[src/rtl/pwrdn_pkg.sv]
package pwrdn_pkg;
  localparam int FIELD_W   = 6;
  localparam int B_RSVD    = 5;
  localparam int B_WAKEANY = 4;
  localparam int B_WAKEEN  = 3;
  localparam int B_DEEP3   = 2;
  localparam int B_DEEP2   = 1;
  localparam int B_LIGHT   = 0;

  typedef enum logic [1:0] {
    ST_RUN   = 2'd0,
    ST_ENTER = 2'd1,
    ST_LIGHT = 2'd2,
    ST_DEEP  = 2'd3
  } pd_state_t;
endpackage

[src/rtl/pwrdn_field_reg.sv]
module pwrdn_field_reg
  import pwrdn_pkg::*;
(
  input  logic               clk,
  input  logic               rst,
  input  logic               wr_en,
  input  logic [FIELD_W-1:0] wr_data,
  input  logic               clr_light,
  output logic [FIELD_W-1:0] field_q
);
  always_ff @(posedge clk) begin
    if (rst) begin
      field_q <= '0;
    end else if (wr_en) begin
      field_q         <= wr_data;
      field_q[B_RSVD] <= 1'b0;
    end else if (clr_light) begin
      field_q[B_LIGHT] <= 1'b0;
    end
  end

  AST_RSVD_ZERO: assert property (@(posedge clk) disable iff (rst)
    field_q[B_RSVD] == 1'b0);
endmodule

[src/rtl/pwrdn_entry_timer.sv]
module pwrdn_entry_timer #(
  parameter int ENTRY_DELAY = 9
) (
  input  logic clk,
  input  logic rst,
  input  logic start,
  input  logic active,
  output logic done
);
  localparam int CNT_W = (ENTRY_DELAY > 2) ? $clog2(ENTRY_DELAY) : 1;
  localparam logic [CNT_W-1:0] LAST = CNT_W'(ENTRY_DELAY - 1);

  logic [CNT_W-1:0] cnt;

  assign done = active && (cnt == LAST);

  always_ff @(posedge clk) begin
    if (rst || start) begin
      cnt <= '0;
    end else if (active && !done) begin
      cnt <= cnt + 1'b1;
    end
  end

  AST_CNT_BOUND: assert property (@(posedge clk) disable iff (rst)
    cnt <= LAST);
endmodule

[src/rtl/pwrdn_wake_qual.sv]
module pwrdn_wake_qual #(
  parameter int N_IRQ = 4
) (
  input  logic [N_IRQ-1:0] irq_lines,
  input  logic [N_IRQ-1:0] irq_en,
  input  logic             wake_any,
  input  logic             wake_enabled,
  input  logic             gie,
  input  logic             nmie,
  output logic             wake,
  output logic             service
);
  logic any_line;
  logic en_line;

  assign any_line = |irq_lines;
  assign en_line  = |(irq_lines & irq_en);
  assign wake     = (wake_any && any_line) || (wake_enabled && en_line);
  assign service  = en_line && gie && nmie;
endmodule

[src/rtl/pwrdn_ctrl.sv]
module pwrdn_ctrl
  import pwrdn_pkg::*;
#(
  parameter int N_IRQ       = 4,
  parameter int ENTRY_DELAY = 9
) (
  input  logic               clk,
  input  logic               rst,
  input  logic               csr_we,
  input  logic [FIELD_W-1:0] csr_wdata,
  output logic [FIELD_W-1:0] csr_rdata,
  input  logic [N_IRQ-1:0]   irq_lines,
  input  logic [N_IRQ-1:0]   irq_en,
  input  logic               gie,
  input  logic               nmie,
  output logic               cpu_clk_en,
  output logic               periph_clk_en,
  output logic               resume,
  output logic               take_isr
);
  pd_state_t state, state_nx;
  logic      accept_wr, start_entry, entry_done;
  logic      wake, service, leave_light, deep_req;
  logic [FIELD_W-1:0] field_q;

  assign accept_wr   = csr_we && (state == ST_RUN);
  assign start_entry = accept_wr && (|csr_wdata[B_DEEP3:B_LIGHT]);
  assign leave_light = (state == ST_LIGHT) && wake;
  assign deep_req    = field_q[B_DEEP3] || field_q[B_DEEP2];
  assign csr_rdata   = field_q;

  pwrdn_field_reg i_field (
    .clk(clk), .rst(rst), .wr_en(accept_wr), .wr_data(csr_wdata),
    .clr_light(leave_light), .field_q(field_q)
  );

  pwrdn_entry_timer #(.ENTRY_DELAY(ENTRY_DELAY)) i_timer (
    .clk(clk), .rst(rst), .start(start_entry),
    .active(state == ST_ENTER), .done(entry_done)
  );

  pwrdn_wake_qual #(.N_IRQ(N_IRQ)) i_wake (
    .irq_lines(irq_lines), .irq_en(irq_en),
    .wake_any(field_q[B_WAKEANY]), .wake_enabled(field_q[B_WAKEEN]),
    .gie(gie), .nmie(nmie), .wake(wake), .service(service)
  );

  always_comb begin
    state_nx = state;
    unique case (state)
      ST_RUN:   if (start_entry) state_nx = ST_ENTER;
      ST_ENTER: if (entry_done)  state_nx = deep_req ? ST_DEEP : ST_LIGHT;
      ST_LIGHT: if (wake)        state_nx = ST_RUN;
      ST_DEEP:                   state_nx = ST_DEEP;
      default:                   state_nx = ST_RUN;
    endcase
  end

  always_ff @(posedge clk) begin
    if (rst) begin
      state         <= ST_RUN;
      cpu_clk_en    <= 1'b1;
      periph_clk_en <= 1'b1;
      resume        <= 1'b0;
      take_isr      <= 1'b0;
    end else begin
      state         <= state_nx;
      cpu_clk_en    <= (state_nx == ST_RUN) || (state_nx == ST_ENTER);
      periph_clk_en <= (state_nx != ST_DEEP);
      resume        <= leave_light;
      take_isr      <= leave_light && service;
    end
  end

  AST_DEEP_STICKY: assert property (@(posedge clk) disable iff (rst)
    (state == ST_DEEP) |=> (state == ST_DEEP));
  AST_PERIPH_DEEP_ONLY: assert property (@(posedge clk) disable iff (rst)
    !periph_clk_en |-> !cpu_clk_en);
  AST_RESUME_ONE_CYCLE: assert property (@(posedge clk) disable iff (rst)
    resume |=> !resume);
  AST_RESUME_FROM_LIGHT: assert property (@(posedge clk) disable iff (rst)
    $rose(resume) |-> ($past(state) == ST_LIGHT));
  AST_ISR_NEEDS_RESUME: assert property (@(posedge clk) disable iff (rst)
    take_isr |-> resume);
  AST_ENTRY_FIELD_STABLE: assert property (@(posedge clk) disable iff (rst)
    (state == ST_ENTER) |=> $stable(csr_rdata));
endmodule

[config.mk]
export PLATFORM = sky130hd
export DESIGN_NAME = pwrdn_ctrl
export DESIGN_NICKNAME = d
export VERILOG_FILES = /design/src/rtl/pwrdn_pkg.sv /design/src/rtl/pwrdn_field_reg.sv /design/src/rtl/pwrdn_entry_timer.sv /design/src/rtl/pwrdn_wake_qual.sv /design/src/rtl/pwrdn_ctrl.sv
export SDC_FILE = /design/constraint.sdc
export NUM_CORES = 1
export LEC_CHECK = 0
export BUFFER_PORTS_ARGS = -buffer_cell sky130_fd_sc_hd__buf_4
export CORE_MARGIN = 2
export CORE_UTILIZATION = 38
export CTS_CLUSTER_SIZE = 40
export DETAILED_ROUTE_END_ITERATION = 6
export GPL_ROUTABILITY_DRIVEN = 0
export PLACE_DENSITY = 0.66
export RECOVER_POWER = 100
export REMOVE_ABC_BUFFERS = 1
export SYNTH_ARGS = -nofsm -noshare
export SYNTH_HDL_FRONTEND = slang
export SYNTH_SLANG_ARGS = --single-unit
export TNS_END_PERCENT = 5
[constraint.sdc]
create_clock -name clk -period 1.65 [get_ports clk]
set_input_delay 0.165 -clock clk [delete_from_list [all_inputs] [get_ports clk]]
set_output_delay 0.165 -clock clk [all_outputs]
set_load 0.01 [all_outputs]
==> out/metrics.csv, run 1 <==
metric,value,unit
clock sinks,15,
Tot Pwr,694,µW
CTS Hold Bufs,0,
CP endpoint kind,register,
post-route ant nets,0,
FMAX,715,MHz
Post-Route WL,1350,µm
gr busiest metal,met2,
Row Count,15,
DRC,0,
Peak VDD IR,0.477,mV
GRT met2 Usage,20.3,%
Mean Syn Cell Area,9.87,µm²
final setup TNS,0,ns
Die W,46.9,µm
gr usage total,13.9,%
Area growth syn-to-layout,24.6,%
"top cells by area, synth","dfxtp_1 (43%), mux2i_1 (5.7%), nand2_1 (4.3%)",
first-pass GRT wire length,2120,µm
pwr dens,795,mW/mm²
Final min period,1.40,ns
Post-synth EDFFs,0,
IO Port Bufs,26,
crit path max fanout,3,
CTS HTree Levels,1,
Via Count,579,
simple-gate area share of the yosys netlist,24.3,%
# nets final,119,
"CTS clk-pin slew, worst paths",0.09,ns
largest family of logic cells by synthesized area,simple AND/OR/NAND/NOR gates,
Post-Syn Area,701,µm²
CP Launch Type,register,
worst-margin pin slew,0.580,ns
root buffer cell,clkbuf_4,
#FFs+latches synth,15,
antenna violations before repair,0,
Max Slew Vio Count,0,
unrepaired setup endpoints after global routing,no,
ant diodes,0,
core box area,0.00173,mm²
Leak Pwr,0.000358,µW
I/O Pins,29,
pin count of the biggest net entering global routing,10,
met1 Track Usage GR,19.1,%
Compound-Gate Fraction of Synth Area,13.4,%
outcome,finished clean,
worst hold-check path type,input port to register,
Synth area leader,dfxtp_1,
Post-Synthesis Cells,71,
HPWL after DPL,1080,µm
WL/cell,11.0,µm
Tcrit/Tclk final,84.8,%
type of the worst setup path,register to register,
critical path arrival,1.56,ns
yosys warns,0,
Setup Viol. Count Final,0,
post-cts resize count,0,
share of layout cells above drive strength 1,27.8,%
drt first pass iters,4,
Register Area,300,µm²
die area,0.00220,mm²
vias in the first global route,534,
CTS max path bufs,2,
Worst Path Required,1.81,ns
mean number of vias per cell,4.75,
r2r setup slk,0.25,ns
share of the synthesized area in the top cell type,42.9,%
register area share after synthesis,42.9,%
ys async rst share,0,%
most frequent cells after synthesis,"dfxtp_1 (15), nand2_1 (8), nor2_1 (7)",
skew final,0.00288,ns
relative slew slack,61.1,%
Congestion Overflow GR,0,
post-synthesis adder-cell area fraction,3.57,%
CTS tree,yes,
met3 Usage GRT,3.46,%
post-synthesis mux area share,5.71,%
Final Hold Viols,0,
Yosys cell types,31,
area of the multi-input gates,338,µm²
XOR/XNOR share of the synthesized area,3.75,%
Max Cap Viol,0,
Fillers,179,
CTS buffer count,3,
"Top FF cell, synth",dfxtp_1,
post-CTS setup buffer count,0,
clock insertion delay at the later pin of the skew report,0.28,ns
"count leader, synth",dfxtp_1,
Initial Utilization,40.6,%
Die Ht,46.9,µm
1st-iter DRT viols,8,
layout by cell type, fill, tap and decap left out, types with 2 or more instances in the layout:
master    synthesis  routed
nand3b_1          2       2
a22oi_1           2       2
mux2i_1           4       4
xor2_1            2       2
nor3b_2           1       2
dfxtp_1          15      15
nor3b_1           2       2
inv_1             4       4
clkbuf_1          0       9
buf_4             3      17
nand2_1           8       8
clkbuf_4          0       3
nor2_1            7       7
ha_1              2       2
cells by family after synthesis:
kind of cell	after synthesis
AO/OA/AOI/OAI	10
flip-flops	15
XOR/XNOR	3
other	1
multiplexers	4
adder cells (fa/ha/maj)	2
AND/OR/NAND/NOR	28
buffers and inverters	8
final cells by class:
type | instances | share of cell area, %
clock inverter | 1 | 0.573
clock buffer | 3 | 2.58
sequential | 15 | 34.4
tap | 25 | 3.58
inverter | 4 | 1.72
timing repair buffer | 26 | 18.5
multi-input combinational | 48 | 38.7
routing by layer:
metal,wire length (µm),vias up,share of wire (%)
li1,-,294,-
met1,625,271,46
met2,640,12,48
met3,67,2,5.0
met4,12,0,0.89
met5,0,-,0
registers in the layout, indices dropped and copies added (netlist names):
name / count
take_isr: 1
i_field.field_q: 5
resume: 1
i_timer.cnt: 4
periph_clk_en: 1
cpu_clk_en: 1
state: 2
metrics by stage:
| stage | util (%) | instances | instance area (µm²) | worst slack, ns | hold WS [ns] |
|---|---|---|---|---|---|
| after floorplan | - | 67 | 674 | 0.403 | 0.234 |
| after global placement | 52.2 | 118 | 901 | 0.295 | 0.403 |
| after detailed placement | 52.2 | 118 | 901 | 0.242 | 0.405 |
| after CTS | 53.8 | 122 | 928 | 0.220 | 0.105 |
| after global routing | 50.6 | 122 | 873 | 0.0759 | 0.107 |
| final | 50.6 | 122 | 873 | 0.251 | 0.105 |
report_power, final:
part | switching, µW | internal [µW]
sequential | 11.8 | 374
clock | 116 | 89.8
combinational | 45.6 | 56.5
total | 173 | 521
critical path, cell delays in order (launching register included):
cell      delay [ns]
dfxtp_1         0.33
inv_1           0.09
ha_1            0.15
nand3b_1        0.13
nand3b_1        0.24
o311a_1         0.34
final timing paths:
| kind | end | cells past startpoint | start |
|---|---|---|---|
| setup / recovery | state[0] | 5 | i_timer.cnt[0] |
| hold / removal | i_field.field_q[1] | 2 | rst |
| setup reg to reg | state[0] | 5 | i_timer.cnt[0] |
| hold reg to reg | i_timer.cnt[1] | 2 | i_timer.cnt[1] |
No activity file was read; power rests on OpenSTA's default activity.
==> run 2: changes to the inputs <==
==> constraint.sdc (replaced) <==
create_clock -name clk -period 1.3 [get_ports clk]
set_input_delay 0.13 -clock clk [delete_from_list [all_inputs] [get_ports clk]]
set_output_delay 0.13 -clock clk [all_outputs]
set_load 0.01 [all_outputs]
==> out/metrics.csv, run 2 (synthesis gave the netlist of run 1 again) <==
metric,value,unit
area post-placement,938,µm²
WL/cell,12.4,µm
Setup Viol. Count Final,0,
Congestion Overflow GR,0,
Initial Utilization,40.6,%
Worst Path Required,1.53,ns
crit-path cells,inv_2 > ha_4 > nand3b_1 > nand3b_1 > o311a_1 > nand2_1,
core box area,0.00173,mm²
Max Slew Vio Count,0,
Fillers,165,
unrepaired setup endpoints after global routing,yes,
mean number of vias per cell,4.75,
slowest cell on the critical path,dfxtp_2,
CTS HTree Levels,1,
CTS tree,yes,
critical path arrival,1.53,ns
Via Count,627,
Die W,46.9,µm
crit path max fanout,3,
WP buf/inv,1,
CP endpoint kind,register,
most frequent cells in the layout,"buf_4 (27), dfxtp_1 (12), clkbuf_1 (10)",
area of the multi-input gates,409,µm²
"CTS clk-pin slew, worst paths",0.09,ns
CP most frequent cell,nand3b_1,
gr usage total,16.2,%
Top reg by flops,i_field.field_q,
fin area,0.00102,mm²
CP Launch Type,register,
Area growth syn-to-layout,46.2,%
clock insertion delay at the later pin of the skew report,0.28,ns
Die Ht,46.9,µm
first-pass GRT wire length,2450,µm
skew final,0.00178,ns
Top Registers,"i_field.field_q: 5 flops, i_timer.cnt: 4 flops, state: 2 flops",
Final Hold Viols,0,
CP top delay family,simple AND/OR/NAND/NOR gates,
max FFs per register,5,
1st-iter DRT viols,5,
pwr dens,904,mW/mm²
clock sinks,15,
worst hold-check path type,input port to register,
root buffer cell,clkbuf_4,
ant diodes,0,
worst-margin pin slew,0.520,ns
DRC,0,
Tot Pwr,927,µW
Register Area,307,µm²
relative slew slack,65.3,%
CP max stage delay,0.34,ns
FMAX,771,MHz
outcome,finished clean,
die area,0.00220,mm²
CP startpoint,i_timer.cnt[1],
Leak Pwr,0.000410,µW
CTS Hold Bufs,0,
share of layout cells above drive strength 1,43.0,%
pin count of the biggest net entering global routing,9,
r2r startpoint,i_timer.cnt[1],
Tcrit/Tclk final,99.8,%
type of the worst setup path,register to register,
HPWL after DPL,1130,µm
"most common cell after layout, fill and taps aside",buf_4,
CTS max path bufs,2,
Row Count,15,
IO Port Bufs,26,
drt first pass iters,4,
Final min period,1.30,ns
# nets final,129,
I/O Pins,29,
antenna violations before repair,0,
vias in the first global route,563,
post-route ant nets,0,
CTS buffer count,3,
Peak VDD IR,0.447,mV
final setup TNS,0,ns
Post-Route WL,1640,µm
worst hold start,csr_wdata[3],
Max Cap Viol,0,
[run 2: cell count changes in the layout (fill, tap and decap cells not counted), moves of 2 or more]
| cell | before | now |
|---|---|---|
| nor3b_2 | 2 | 0 |
| dfxtp_2 | 0 | 2 |
| inv_2 | 0 | 2 |
| dfxtp_1 | 15 | 12 |
| buf_4 | 17 | 27 |
| nor3b_4 | 0 | 2 |
| inv_1 | 4 | 2 |
[run 2: final cells by class]
type | instances | share of cell area (%)
tap | 25 | 3.05
multi-input combinational | 48 | 39.9
inverter | 4 | 1.47
sequential | 15 | 29.9
timing repair buffer | 36 | 23.1
clock buffer | 4 | 2.56
[run 2: final timing paths]
check	endpoint	slack (ns)	depth (start not counted)
hold reg to reg	i_field.field_q[1]	0.54	2
hold / removal	i_field.field_q[3]	0.08	3
setup reg to reg	periph_clk_en	0.003	6
setup / recovery	periph_clk_en	0.003	6
[run 2: timing repair]
item / 4_1_cts / 5_1_grt
endpoints found under the setup margin: 2 / 8
pin swaps: 2 / 2
resized for setup: 6 / 7
buffers inserted: 4 / 1
[run 2: metal layers]
layer	GRT usage, %	vias to the layer above	part of all wire, %
met5	0	-	0
li1	-	316	-
met2	24.9	16	49
met4	8.33	0	3.1
met1	21.5	289	44
met3	3.46	6	4.3
[run 2: per-stage QoR]
stage	setup slack (ns)	utilization, %	hold slack [ns]	instances
2_1_floorplan	0.0531	-	0.199	67
3_3_place_gp	0.00587	54.3	0.369	123
3_5_place_dp	-0.0117	54.3	0.367	123
4_1_cts	-0.0122	58.5	0.0617	131
5_1_grt	-0.0626	59.3	0.0868	132
6_report	0.00310	59.3	0.0849	132
[run 2: worst reg2reg max path: cells and delay by family (launching register included)]
family                   cells  cell delay, ns
AO/OA/AOI/OAI                1            0.34
adder cells (fa/ha/maj)      1            0.12
buffers and inverters        1            0.07
flip-flops                   1            0.34
AND/OR/NAND/NOR              3            0.38
[run 2: power breakdown]
| group | total (µW) | leakage [µW] | switching (µW) | internal [µW] |
|---|---|---|---|---|
| Sequential | 492 | 0.000124 | 16.7 | 476 |
| Combinational | 171 | 0.000272 | 76.9 | 93.9 |
| Clock | 264 | 0.0000150 | 145 | 119 |
==> run 3: changes to the inputs <==
--- a/config.mk
+++ b/config.mk
@@ -5,13 +5,13 @@
 export SDC_FILE = /design/constraint.sdc
 export NUM_CORES = 1
 export LEC_CHECK = 0
-export BUFFER_PORTS_ARGS = -buffer_cell sky130_fd_sc_hd__buf_4
+export ABC_AREA = 1
 export CORE_MARGIN = 2
 export CORE_UTILIZATION = 38
 export CTS_CLUSTER_SIZE = 40
 export DETAILED_ROUTE_END_ITERATION = 6
+export DONT_BUFFER_PORTS = 1
 export GPL_ROUTABILITY_DRIVEN = 0
-export PLACE_DENSITY = 0.66
 export RECOVER_POWER = 100
 export REMOVE_ABC_BUFFERS = 1
 export SYNTH_ARGS = -nofsm -noshare
==> out/metrics.csv, run 3 <==
metric,value,unit
gr usage total,14.9,%
DRC,0,
WL/cell,10.0,µm
r2r startpoint,state[1],
#FFs+latches synth,15,
IO Port Bufs,0,
r2r setup slk,0.14,ns
1st-iter DRT viols,6,
crit path max fanout,1,
Worst Path Required,1.51,ns
pwr dens,1120,mW/mm²
hold path depth,2,
drt first pass iters,3,
"CTS clk-pin slew, worst paths",0.09,ns
WP buf/inv,2,
Leak Pwr,0.000357,µW
Post-Syn Area,701,µm²
Peak VDD IR,0.409,mV
Final Hold Viols,0,
CTS buffer count,3,
first-pass GRT wire length,2300,µm
HPWL after DPL,1010,µm
register area share after synthesis,42.9,%
yosys warns,0,
post-synthesis mux area share,0,%
share of layout cells above drive strength 1,18.4,%
clock insertion delay at the later pin of the skew report,0.28,ns
FMAX,848,MHz
# nets final,125,
"most common cell after layout, fill and taps aside",nand2_1,
Compound-Gate Fraction of Synth Area,8.57,%
worst hold start,csr_wdata[2],
area post-placement,709,µm²
root buffer cell,clkbuf_4,
Top reg by flops,i_field.field_q,
most frequent cells in the layout,"nand2_1 (24), nor2_1 (15), dfxtp_1 (13)",
Via Count,586,
Max Cap Viol,0,
antenna violations before repair,0,
Area growth syn-to-layout,13.7,%
r2r worst-path depth,8,
Final min period,1.18,ns
share of the synthesized area in the top cell type,42.9,%
Yosys cell types,21,
final setup TNS,0,ns
critical path depth,4,
critical path arrival,1.39,ns
clock sinks,15,
WHS Endpoint,i_field.field_q[2],
Tot Pwr,893,µW
Synth area leader,dfxtp_1,
Post-Synthesis Cells,96,
core box area,0.00173,mm²
Die W,46.9,µm
fin area,797,µm²
WL met1,561,µm
post-route ant nets,0,
Tcrit/Tclk final,90.8,%
worst hold-check path type,input port to register,
Top Registers,"i_field.field_q: 5 flops, i_timer.cnt: 4 flops, state: 2 flops",
mean number of vias per cell,4.58,
CP top delay family,buffers and inverters,
"count leader, synth",nand2_1,
simple-gate area share of the yosys netlist,31.3,%
unrepaired setup endpoints after global routing,no,
slowest cell on the critical path,dlygate4sd3_1,
CP most frequent cell,dlygate4sd3_1,
"top cells by area, synth","dfxtp_1 (43%), nand2_1 (13%), nor2_1 (8.0%)",
Congestion Overflow GR,0,
CP max stage delay,0.54,ns
Post-Route WL,1280,µm
"Top FF cell, synth",dfxtp_1,
outcome,finished clean,
CP startpoint,gie,
CP endpoint kind,register,
CTS tree,yes,
crit-path cells,dlygate4sd3_1 > nand2_1 > dlygate4sd3_1 > nor3_1,
pin count of the biggest net entering global routing,9,
CP Launch Type,input port,
Mean Syn Cell Area,7.30,µm²
vias in the first global route,561,
RR Endpoint,periph_clk_en,
post-synthesis adder-cell area fraction,3.57,%
type of the worst setup path,input port to register,
top routing layer in use,met4,
die area,0.00220,mm²
Post-synth EDFFs,0,
Max Slew Vio Count,0,
CTS HTree Levels,1,
I/O Pins,29,
Die Ht,46.9,µm
Row Count,15,
max FFs per register,5,
met3 wire length,82,µm
Setup Viol. Count Final,0,
XOR/XNOR share of the synthesized area,3.75,%
largest family of logic cells by synthesized area,simple AND/OR/NAND/NOR gates,
ant diodes,0,
most frequent cells after synthesis,"nand2_1 (24), dfxtp_1 (15), nor2_1 (15)",
metal2 WL,620,µm
ys async rst share,0,%
Initial Utilization,40.6,%
CTS max path bufs,2,
skew final,0.00118,ns
## run 3: changes by cell type in the layout (fill, tap and decap cells not counted), moves of 3 or more
cell / delta
clkbuf_1: -9
mux2i_1: -4
nor2_1: +8
dlygate4sd3_1: +3
inv_1: +6
nand2_1: +17
buf_4: -24
o21ai_0: +6
## run 3: routing by layer
layer	up-vias	track usage [%]
li1	311	-
met1	254	19.0
met2	18	22.7
met3	3	5.38
met4	0	6.67
met5	-	0
## run 3: kinds of logic after synthesis
kind of cell               after synthesis
xor gates and xnor gates                 3
and+or+nand+nor                         51
other                                    1
adders and majority gates                2
DFF                                     15
AOI/OAI and AO/OA                       10
buffers and inverters                   14
## run 3: per-stage QoR
step	util, %	worst slack [ns]	std cells	hold WS, ns
after floorplan	-	0.226	93	0.199
after global placement	41.1	0.120	118	0.202
after detailed placement	41.1	0.0783	118	0.203
after CTS	44.3	0.0624	125	0.0159
after global routing	46.2	0.000795	128	0.0430
final	46.2	0.120	128	0.0132
## run 3: power by group
group / leakage, µW / switching [µW] / internal [µW]
sequential: 0.000124 / 26.5 / 482
combinational: 0.000218 / 68.1 / 49.9
clock: 0.0000150 / 148 / 119
total: 0.000357 / 242 / 651
## run 3: worst max path at each step
stage / end / slack (ns)
finish: take_isr / 0.12
global route: periph_clk_en / 0.0008
CTS: periph_clk_en / 0.06
detailed placement: periph_clk_en / 0.08
global placement: periph_clk_en / 0.12
floorplan: i_timer.cnt[0] / 0.23
## run 3: layout make-up
class                           instances  area, µm²
Inverter                               11       42.5
Tap cell                               25       31.3
Sequential cell                        15        303
Fill cell                             197        930
Multi-Input combinational cell         67        342
Timing Repair Buffer                    6       52.6
Clock buffer                            4       26.3
## run 3: timing repair
item / CTS / global route
hold endpoints to repair: 2 / 0
hold buffers: 3 / 0
setup buffers: 0 / 3
endpoints found under the setup margin: 0 / 3
resized for setup: 0 / 5
